## config.mk

```make
export PLATFORM = sky130hd
export DESIGN_NAME = prot_unlock_ctrl
export DESIGN_NICKNAME = d
export VERILOG_FILES = /design/src/rtl/prot_pkg.sv /design/src/rtl/prot_key_seq.sv /design/src/rtl/prot_stub_bank.sv /design/src/rtl/prot_unlock_ctrl.sv
export SDC_FILE = /design/constraint.sdc
export NUM_CORES = 1
export LEC_CHECK = 0
export ABC_AREA = 1
export ABC_CLOCK_PERIOD_IN_PS = 1210
export BUFFER_PORTS_ARGS = -buffer_cell sky130_fd_sc_hd__buf_4
export CAP_MARGIN = 10
export CORE_ASPECT_RATIO = 0.8
export CORE_MARGIN = 1.5
export CORE_UTILIZATION = 53
export CTS_CLUSTER_DIAMETER = 50
export CTS_CLUSTER_SIZE = 40
export DETAILED_ROUTE_END_ITERATION = 8
export GPL_TIMING_DRIVEN = 0
export PLACE_DENSITY = 0.81
export SETUP_SLACK_MARGIN = 0.15
export SLEW_MARGIN = 20
export SYNTH_ARGS = -nofsm -noshare
export SYNTH_HDL_FRONTEND = slang
export SYNTH_HIERARCHICAL = 1
export SYNTH_SLANG_ARGS = --single-unit
export TNS_END_PERCENT = 1
```

## constraint.sdc

```tcl
create_clock -name clk -period 1.21 [get_ports clk]
set_input_delay 0 -clock clk [delete_from_list [all_inputs] [get_ports clk]]
set_output_delay 0 -clock clk [all_outputs]
set_load 0.02 [all_outputs]
```

## src/rtl/prot_pkg.sv

```systemverilog
// Shared types for the protected-register unlock sequencer.
package prot_pkg;
    typedef enum logic [1:0] {
        SEQ_IDLE  = 2'd0,
        SEQ_STEP1 = 2'd1,
        SEQ_STEP2 = 2'd2,
        SEQ_OPEN  = 2'd3
    } seq_state_t;
endpackage

```

## src/rtl/prot_key_seq.sv

```systemverilog
// Key sequencer: tracks the three-byte unlock order and holds the lock state.
// Assumes key_wr is high for exactly one cycle per key-register write.
module prot_key_seq
    import prot_pkg::*;
#(
    parameter int          KEY_W = 8,
    parameter logic [7:0]  KEY1  = 8'h59,
    parameter logic [7:0]  KEY2  = 8'h16,
    parameter logic [7:0]  KEY3  = 8'h88
) (
    input  logic             clk,
    input  logic             rst_n,
    input  logic             key_wr,
    input  logic [KEY_W-1:0] key_byte,
    output logic             unlocked
);
    seq_state_t state_q, state_d;

    // Next-state choice for a key write.
    always_comb begin
        state_d = state_q;
        if (key_wr) begin
            if (state_q == SEQ_OPEN)
                state_d = SEQ_IDLE;
            else if (key_byte == KEY_W'(KEY1))
                state_d = SEQ_STEP1;
            else if (state_q == SEQ_STEP1 && key_byte == KEY_W'(KEY2))
                state_d = SEQ_STEP2;
            else if (state_q == SEQ_STEP2 && key_byte == KEY_W'(KEY3))
                state_d = SEQ_OPEN;
            else
                state_d = SEQ_IDLE;
        end
    end

    // State register.
    always_ff @(posedge clk) begin
        if (!rst_n) state_q <= SEQ_IDLE;
        else        state_q <= state_d;
    end

    assign unlocked = (state_q == SEQ_OPEN);
endmodule

```

## src/rtl/prot_stub_bank.sv

```systemverilog
// Stub registers that stand in for guarded registers. Each stub has a
// per-bit protection mask. Masked bits change only while unlocked.
// Assumes stub offsets do not overlap other decoded offsets.
module prot_stub_bank #(
    parameter int ADDR_W = 12,
    parameter int DATA_W = 32,
    parameter int NUM    = 3,
    parameter int BASE   = 'h010,
    parameter int STRIDE = 4,
    parameter logic [NUM*DATA_W-1:0] PMASK = '0
) (
    input  logic                  clk,
    input  logic                  rst_n,
    input  logic                  bus_wr,
    input  logic [ADDR_W-1:0]     bus_addr,
    input  logic [DATA_W-1:0]     bus_wdata,
    input  logic                  unlocked,
    output logic [NUM*DATA_W-1:0] stub_flat,
    output logic                  any_hit,
    output logic [DATA_W-1:0]     rd_val
);
    logic [NUM-1:0] hit;

    for (genvar i = 0; i < NUM; i++) begin : g_stub
        localparam logic [ADDR_W-1:0] OFS = ADDR_W'(BASE + i*STRIDE);
        localparam logic [DATA_W-1:0] PM  = PMASK[i*DATA_W +: DATA_W];
        logic [DATA_W-1:0] q;
        logic [DATA_W-1:0] keep;

        assign hit[i] = (bus_addr == OFS);
        assign keep   = PM & {DATA_W{~unlocked}};

        // Stub storage: protected bits hold while locked.
        always_ff @(posedge clk) begin
            if (!rst_n)
                q <= '0;
            else if (bus_wr && hit[i])
                q <= (q & keep) | (bus_wdata & ~keep);
        end

        assign stub_flat[i*DATA_W +: DATA_W] = q;
    end

    // Read mux over the stubs.
    always_comb begin
        rd_val = '0;
        for (int i = 0; i < NUM; i++)
            if (hit[i]) rd_val = stub_flat[i*DATA_W +: DATA_W];
    end

    assign any_hit = |hit;
endmodule

```

## src/rtl/prot_unlock_ctrl.sv

```systemverilog
// Top of the unlock sequencer: decodes the key offset, gates protected
// writes and muxes read data. Assumes one bus access per cycle.
module prot_unlock_ctrl #(
    parameter int          ADDR_W   = 12,
    parameter int          DATA_W   = 32,
    parameter int          KEY_W    = 8,
    parameter int          KEY_OFS  = 'h100,
    parameter logic [7:0]  KEY1     = 8'h59,
    parameter logic [7:0]  KEY2     = 8'h16,
    parameter logic [7:0]  KEY3     = 8'h88,
    parameter int          NUM_STUB = 3,
    parameter int          STUB_BASE = 'h010,
    parameter logic [NUM_STUB*DATA_W-1:0] STUB_PMASK =
        {32'h0000_0000, 32'hFFFF_FFBF, 32'hFFFF_FFFF}
) (
    input  logic              clk,
    input  logic              rst_n,
    input  logic              bus_wr,
    input  logic [ADDR_W-1:0] bus_addr,
    input  logic [DATA_W-1:0] bus_wdata,
    input  logic              tgt_prot,
    output logic [DATA_W-1:0] rd_data,
    output logic              unlock_sts,
    output logic              prot_wr_ok
);
    localparam logic [ADDR_W-1:0] KEY_A = ADDR_W'(KEY_OFS);

    logic                       key_hit;
    logic                       stub_hit;
    logic [DATA_W-1:0]          stub_rd;
    logic [NUM_STUB*DATA_W-1:0] stub_flat;

    assign key_hit = (bus_addr == KEY_A);

    prot_key_seq #(
        .KEY_W(KEY_W), .KEY1(KEY1), .KEY2(KEY2), .KEY3(KEY3)
    ) u_seq (
        .clk      (clk),
        .rst_n    (rst_n),
        .key_wr   (bus_wr && key_hit),
        .key_byte (bus_wdata[KEY_W-1:0]),
        .unlocked (unlock_sts)
    );

    prot_stub_bank #(
        .ADDR_W(ADDR_W), .DATA_W(DATA_W), .NUM(NUM_STUB),
        .BASE(STUB_BASE), .STRIDE(4), .PMASK(STUB_PMASK)
    ) u_stubs (
        .clk       (clk),
        .rst_n     (rst_n),
        .bus_wr    (bus_wr),
        .bus_addr  (bus_addr),
        .bus_wdata (bus_wdata),
        .unlocked  (unlock_sts),
        .stub_flat (stub_flat),
        .any_hit   (stub_hit),
        .rd_val    (stub_rd)
    );

    // Gate for protected targets outside this block.
    assign prot_wr_ok = bus_wr & tgt_prot & unlock_sts;

    // Read data: status bit only at the key offset, key itself reads zero.
    always_comb begin
        if (key_hit)       rd_data = {{(DATA_W-1){1'b0}}, unlock_sts};
        else if (stub_hit) rd_data = stub_rd;
        else               rd_data = '0;
    end
endmodule

```

# Yosys cells after proc, flatten, opt, wreduce, memory -nomap -nowiden
# Index checks and enable logic that the tools add are counted.
# W data, S select, Z words.
dict set report op_classes {
  n_eq_ne 10
  n_mux 9
  bitwise 11
  n_reduce_logical 7
}
# cell n
set ops {}
lappend ops {{$mux W32} 5}
lappend ops {{$and A32 B32 Y32} 4}
lappend ops {{$not A32 Y32} 2}
lappend ops {{$or A32 B32 Y32} 2}
lappend ops {{$eq A12 B5 Y1 const B} 3}
lappend ops {{$eq A12 B9 Y1 const B} 1}
lappend ops {{$eq A8 B5 Y1 const B} 1}
lappend ops {{$eq A8 B7 Y1 const B} 1}
lappend ops {{$eq A8 B8 Y1 const B} 1}
lappend ops {{$mux W2} 4}
lappend ops {{$logic_and A1 B1 Y1} 6}
lappend ops {{$eq A2 B2 Y1 const B} 2}
lappend ops {{$reduce_or A3 Y1} 1}
lappend ops {{$and A1 B1 Y1} 2}
lappend ops {{$eq A2 B1 Y1 const B} 1}
lappend ops {{$not A1 Y1} 1}
dict set report totals {
  ff_bits 98
  in_bits 48
  out_inout_bits 34
  word_cells 41
}

# Logic depth before layout (Yosys ltp)
# Gate-level depths: netlist of the first run.
dict set report depth {
  word_depth 6
  ltp_mapped 14
  depth_no_buf 13
}

# Cells and area by module
# The synthesis of the first run kept the hierarchy.
# module n_inst cells_each area_per_inst_um2 seq_area_each_um2
set modules_own_cells {}
lappend modules_own_cells {prot_stub_bank 1 879 5076.1 1921.8}
lappend modules_own_cells {prot_unlock_ctrl 1 100 649.4 0.0}
lappend modules_own_cells {prot_key_seq 1 45 212.7 40.0}

# Worst setup path before layout of the first run
# Ideal clock, no wire load.
dict set report synth_timing {
  kind {flip-flop to flip-flop}
  from {reg u_seq.state_q[0]}
  to {reg (tool-made name)}
  setup_ns 0.113
  t_arrival_ns 1.296
  required_time_ns 1.097
  setup_slack_ns -0.199
  path_stages_with_launch 9
  path_buffers 2
  synth_period_minus_slack_ns 1.409
  cell_sequence {dfxtp_1 -> nand2_1 -> inv_1 -> nand2_1 -> nand3b_1 -> buf_2 -> buf_2 -> nor2_1 -> nor2_1}
}
# element line
set synth_lines {}
lappend synth_lines {{start, declared} prot_key_seq.sv:17} ;# seq_state_t state_q, state_d;
lappend synth_lines {{start signal, assigned} prot_key_seq.sv:39} ;# else state_q <= state_d;

==> results.tsv, run 1 <==
stage	metric	value	unit
yosys	syn-instance-count	1024	
sta	max_freq	638	MHz
outcome	status	finished with violations	
cts	cts_buffers	9	
power_and_ir_drop	ir_drop	0.867	mV
yosys	syn-num-nets	1072	
sta	min_period_over_period	1.30	
final_layout	nNetsFinal	1214	
drt	wl_per_cell	14.2	µm
critical_path	cp.arrival	1.57	ns
die	core	10900	µm²
yosys	ys_ff_latch	98	
cts	clockRootBuffer	clkbuf_16	
yosys	yosysWarnings	6	
worst_hold_path	worstHoldPathCells	4	
final_layout	layout-drive-gt1-share	0.226	
critical_path	worst_ep_required_time	1.21	ns
critical_path	worstPathMaxFanout	2	
power_and_ir_drop	p_switching	1.51	mW
die	fp.dieH	97.7	µm
power_and_ir_drop	p_per_area	810	nW/µm²
yosys	synth_top_area_frac	0.330	
critical_path	worst_setup_path_end_kind	primary output	
die	ioPinCount	82	
drt	avgViaCountPerCell	5.06	
sta	setup_slack	-0.358	ns
cts	clk_path_buf_depth	2	
final_layout	areaGrowthSynthToFinish	36.2	%
cts	h-tree-depth	3	
cts	clkLatencyLatePin	0.35	ns
die	rows	34	
power_and_ir_drop	combPwrFrac	0.085	
power_and_ir_drop	clockPowerShare	0.423	
drt	ant_nets	0	
die	die-area	11900	µm²
placement	dpl_worst_slack	-0.616	ns
sta	slew_violations	0	
global_routing	grt_max_degree	15	
power_and_ir_drop	p_int	5.04	mW
critical_path	critical_path_class	reg -> out	
yosys	ys_seq_area_frac	0.330	
final_layout	final_cells	1315	
sta	period_needed	1.57	ns
drt	vias	6660	
power_and_ir_drop	p_leak	4.47	nW
outcome	violations	setup timing	
die	initial_utilization	0.545	
placement	dp_hpwl	11700	µm
critical_path	worstRegToRegCells	7	
sta	slew_headroom	0.616	
global_routing	antenna_found_initial	0	
sta	finalSetupViolCount	95	
yosys	synth_area_leaders	dfxtp_1 (33%), nand2_1 (20%), nor2_1 (15%), inv_1 (9.3%), nand3_1 (8.4%)	
cts	numClockSinks	98	
yosys	syn_area_per_cell	5.80	µm²
worst_hold_path	hold_path.class	in -> reg	
placement	io_buffers	81	
sta	hold_viol_final	0	
final_layout	num_antenna_cells	0	
drt	dr.pass1.iters	5	
power_and_ir_drop	pwr-share-seq	0.492	
sta	fin_worst_skew	0.00262	ns
placement	dpl.cell_count	1249	
placement	gp_congestion	0.853	
global_routing	grtUsageTotal	0.323	
drt	initialDrtViolationCount	615	
drt	routed_wl	18600	µm
critical_path	startpoint_type	flop	
sta	worst_pin_slew	0.576	ns
die	die_w	121	µm
yosys	post-synth-top-area-cell	dfxtp_1	
cts	path_clk_slew	0.06	ns
sta	rsz0062_at_grt	yes	
cts	tritoncts	done	
global_routing	grt-ovfl-total	0	
global_routing	grt_pass1_vias	6391	
yosys	synthesis.area	5940	µm²
global_routing	grt_first_pass_wirelength	30400	µm
drt	drc	0	
run	drv_cap	0	
final_layout	num-fill-cells	862	
yosys	synth_cell_types	25	
power_and_ir_drop	switching_share	0.231	
-- cell usage in the layout (no fill, tap or decap) --
master            n
o21ai_0           1
a21oi_1           2
a21oi_2          32
buf_6            30
nand3_1          80
clkbuf_1          9
buf_4            84
nor3_4            1
buf_8            11
buf_12            5
clkinv_2          2
nor2_2            8
inv_1           143
nor2_4           10
dlymetal6s4s_1    1
clkbuf_16         9
buf_2             9
or2_4             1
clkbuf_4          4
nand3_4           1
clkbuf_2          3
nand3_2          20
nor2_1          233
dlygate4sd3_1    32
inv_4             2
dfxtp_4           2
nand2_2          14
inv_2             4
nand3b_1          1
buf_1             1
buf_16            3
nor2_8            1
clkbuf_8          6
dfxtp_1          96
nand2_4           2
nand2_1         307
nand4_2           1
-- path summary, 6_finish.rpt --
path	from	end	slack (ns)
setup reg to reg	u_seq/state_q[1]	flop	-0.21
setup / recovery	flop	rd_data[1]	-0.36
hold / removal	bus_wr	u_stubs/g_stub[1].q[6]	0.10
hold reg to reg	u_seq/state_q[1]	u_seq/state_q[1]	0.51
-- cell type report --
type,instances,area [µm²],area share
Buffer,62,589,0.0729
Clock buffer,14,274,0.0339
Clock inverter,2,10.0,0.00124
Inverter,149,564,0.0698
Multi-Input combinational cell,715,3280,0.405
Sequential cell,98,1970,0.244
Tap cell,144,180,0.0223
Timing Repair Buffer,131,1220,0.151
-- cells by family (layout without fill, tap and decap cells) --
| kind of cell | after synthesis | count (layout) | synth area share |
|---|---|---|---|
| buffers and inverters | 211 | 358 | 0.157 |
| and+or+nand+nor | 680 | 680 | 0.464 |
| AOI/OAI and AO/OA | 35 | 35 | 0.0485 |
| DFF | 98 | 98 | 0.330 |
-- layer usage --
layer	routed length (µm)	global-route usage	share of wire
met4	511	0.130	0.027
met1	7650	0.421	0.41
met5	0	0	0
met2	8510	0.516	0.46
met3	1980	0.0734	0.11
-- cell usage after synthesis (all sizes together) --
master / number
a21oi: 34
inv: 149
clkbuf: 20
nand3b: 1
dfxtp: 98
or2: 1
nor2: 252
nor3: 1
buf: 42
nand3: 101
o21ai: 1
nand2: 323
nand4: 1
-- power groups by stage --
stage	Combinational [mW]	Sequential (mW)	Clock [mW]
2_1_floorplan	0.149	3.30	0
3_3_place_gp	0.378	3.30	0
3_5_place_dp	0.382	3.30	0
4_1_cts	0.525	3.22	2.80
5_1_grt	0.594	3.22	2.93
6_report	0.559	3.22	2.77
-- worst max-delay path: stages (launching register included) --
cell	delay, ns
dfxtp_1	0.35
inv_1	0.08
nor2_1	0.13
nand3_1	0.12
nand3_2	0.09
nand2_1	0.07
inv_1	0.06
nand2_1	0.06
a21oi_2	0.11
buf_4	0.14
-- repair_timing --
| item | 4_1_cts | 5_1_grt |
|---|---|---|
| endpoints found under the hold margin | 98 | 0 |
| setup buffers | 13 | 1 |
| gates resized for setup | 110 | 46 |
| cloned | 3 | 0 |
| hold buffers | 33 | 0 |
| pin swaps | 25 | 17 |
| endpoints found under the setup margin | 126 | 131 |
-- per-stage QoR --
step | setup TNS [ns] | utilization | hold WS, ns | area [µm²] | total power [mW]
finish | -17.84 | 0.743 | 0.101 | 8090 | 6.55
global route | -24.86 | 0.743 | 0.130 | 8090 | 6.74
CTS | -13.97 | 0.728 | 0.0454 | 7930 | 6.55
detailed placement | -39.04 | 0.621 | 0.249 | 6770 | 3.68
global placement | -36.43 | 0.621 | 0.243 | 6770 | 3.68
floorplan | 0 | - | 0.124 | 5980 | 3.45
(Power assumes the default switching activity.)
==> run 2, diff against run 1 <==
Settings changed: CORE_UTILIZATION 53 to 45, PLACE_DENSITY 0.81 to 0.71.
==> results.tsv, run 2 (synthesis results as in run 1) <==
stage	metric	value	unit	change
final_layout	final_common_cell	nand2_1		unchanged
drt	initialDrtViolationCount	606		was 615
placement	dpl_worst_slack	-0.562	ns	was -0.616 ns
final_layout	num_antenna_cells	0		unchanged
sta	hold_slack	0.134	ns	was 0.101 ns
outcome	status	finished with violations		unchanged
outcome	violations	setup timing		unchanged
sta	period_needed	1.56	ns	was 1.57 ns
global_routing	grtUsageTotal	0.269		was 0.323
final_layout	register_area	1970	µm²	about the same
global_routing	grt_first_pass_wirelength	29800	µm	was 30400 µm
placement	gp_congestion	0.850		was 0.853
global_routing	grt_max_degree	16		was 15
final_layout	final_cell_mix	nand2_1 (307), nor2_1 (228), inv_1 (142), dfxtp_1 (95), buf_4 (88)		was nand2_1 (307), nor2_1 (233), inv_1 (143), dfxtp_1 (96), buf_4 (84)
drt	vias	6564		was 6660
die	ioPinCount	82		unchanged
critical_path	path_cells	buf_4 > nor2_4 > inv_2 > nor2_4 > clkbuf_4 > nand3_1 > nand3_1 > nand2_1 > inv_1 > nand2_1 > a21oi_2 > buf_4		was inv_1 > nor2_1 > nand3_1 > nand3_2 > nand2_1 > inv_1 > nand2_1 > a21oi_2 > buf_4
critical_path	cp.arrival	1.56	ns	was 1.57 ns
drt	avgViaCountPerCell	4.85		was 5.06
sta	min_period_over_period	1.29		was 1.30
sta	rsz0062_at_grt	yes		unchanged
sta	tns	-14.03	ns	was -17.84 ns
critical_path	worst_setup_path_end_kind	primary output		unchanged
placement	dp_hpwl	11800	µm	was 11700 µm
power_and_ir_drop	p_leak	4.55	nW	was 4.47 nW
cts	clkLatencyLatePin	0.34	ns	was 0.35 ns
cts	path_clk_slew	0.07	ns	was 0.06 ns
power_and_ir_drop	fin_total_pwr	6.71	mW	was 6.55 mW
power_and_ir_drop	p_per_area	800	nW/µm²	was 810 nW/µm²
final_layout	post-route-util	0.652		was 0.743
drt	wl_per_cell	14.0	µm	was 14.2 µm
sta	worst_pin_slew	0.611	ns	was 0.576 ns
die	die-area	13900	µm²	was 11900 µm²
die	die_w	131	µm	was 121 µm
global_routing	antenna_found_initial	0		unchanged
die	rows	37		was 34
cts	cts_buffers	9		unchanged
drt	drc	0		unchanged
sta	fin_worst_skew	0.00562	ns	was 0.00262 ns
critical_path	critPathSlowestCell	clkbuf_4		was dfxtp_1
final_layout	multi_input_area	3350	µm²	was 3280 µm²
sta	finalSetupViolCount	94		was 95
sta	hold_viol_final	0		unchanged
sta	slew_headroom	0.593		was 0.616
final_layout	layout-drive-gt1-share	0.244		was 0.226
critical_path	startpoint_type	input pin		was flop
placement	io_buffers	81		unchanged
power_and_ir_drop	ir_drop	0.695	mV	was 0.867 mV
critical_path	worst_ep_required_time	1.21	ns	about the same
run	drv_cap	0		unchanged
drt	ant_nets	0		unchanged
global_routing	grt_pass1_vias	6003		was 6391
cts	numClockSinks	98		unchanged
cts	clk_path_buf_depth	2		unchanged
cts	clockRootBuffer	clkbuf_16		unchanged
cts	h-tree-depth	3		unchanged
drt	routed_wl	19000	µm	was 18600 µm
worst_hold_path	hold_path.class	in -> reg		unchanged
critical_path	slowest_delay	0.28	ns	was 0.35 ns
sta	slew_violations	0		unchanged
die	initial_utilization	0.461		was 0.545
critical_path	critical_path_class	in -> out		was reg -> out
drt	dr.pass1.iters	6		was 5
critical_path	worstPathMaxFanout	10		was 2
sta	setup_slack	-0.352	ns	was -0.358 ns
die	core	12900	µm²	was 10900 µm²
sta	max_freq	640	MHz	was 638 MHz
cts	tritoncts	done		unchanged
final_layout	areaGrowthSynthToFinish	41.2	%	was 36.2%
final_layout	num-fill-cells	1134		was 862
global_routing	grt-ovfl-total	0		unchanged
final_layout	nNetsFinal	1221		was 1214
die	fp.dieH	106	µm	was 97.7 µm
run 2: final cells by class:
class	count	share of cell area
Buffer	62	0.0759
Tap cell	175	0.0261
Clock inverter	4	0.00612
Sequential cell	98	0.235
Clock buffer	12	0.0294
Multi-Input combinational cell	715	0.400
Inverter	149	0.0685
Timing Repair Buffer	138	0.159
run 2: final timing paths:
path | start | end | slack (ns) | cells past startpoint
max | bus_addr[0] | rd_data[31] | -0.35 | 12
min | bus_wdata[2] | flop | 0.13 | 4
max reg2reg | u_seq/state_q[0] | flop | -0.20 | 9
min reg2reg | u_seq/state_q[0] | u_seq/state_q[0] | 0.51 | 2
run 2: critical path: cells and delay by family:
kind	cells	cell delay, ns
AO/OA/AOI/OAI	1	0.11
buffers and inverters	5	0.69
AND/OR/NAND/NOR	6	0.75
run 2: timing repair:
action	CTS	global route
cloned	4	3
endpoints found under the hold margin	98	0
gates resized for setup	136	56
setup endpoints to repair	126	130
hold buffers	33	0
pin swaps	36	19
buffers inserted	12	5
run 2: metal layers:
metal	wire length, µm	share of wire	global-route usage
met1	8520	0.45	0.360
met2	8340	0.44	0.428
met5	0	0	0
met4	480	0.025	0.106
met3	1640	0.086	0.0529
run 2: power breakdown:
group / total (mW) / internal, mW / switching (mW)
combinational: 0.593 / 0.280 / 0.313
sequential: 3.22 / 3.22 / 0.0000491
clock: 2.89 / 1.66 / 1.23
run 2: per-stage QoR:
| stage | cell area, µm² | cells |
|---|---|---|
| 4_1_cts | 8080 | 1345 |
| 3_5_place_dp | 6800 | 1280 |
| 5_1_grt | 8390 | 1353 |
| 3_3_place_gp | 6800 | 1280 |
| 2_1_floorplan | 5980 | 1024 |
| 6_report | 8390 | 1353 |
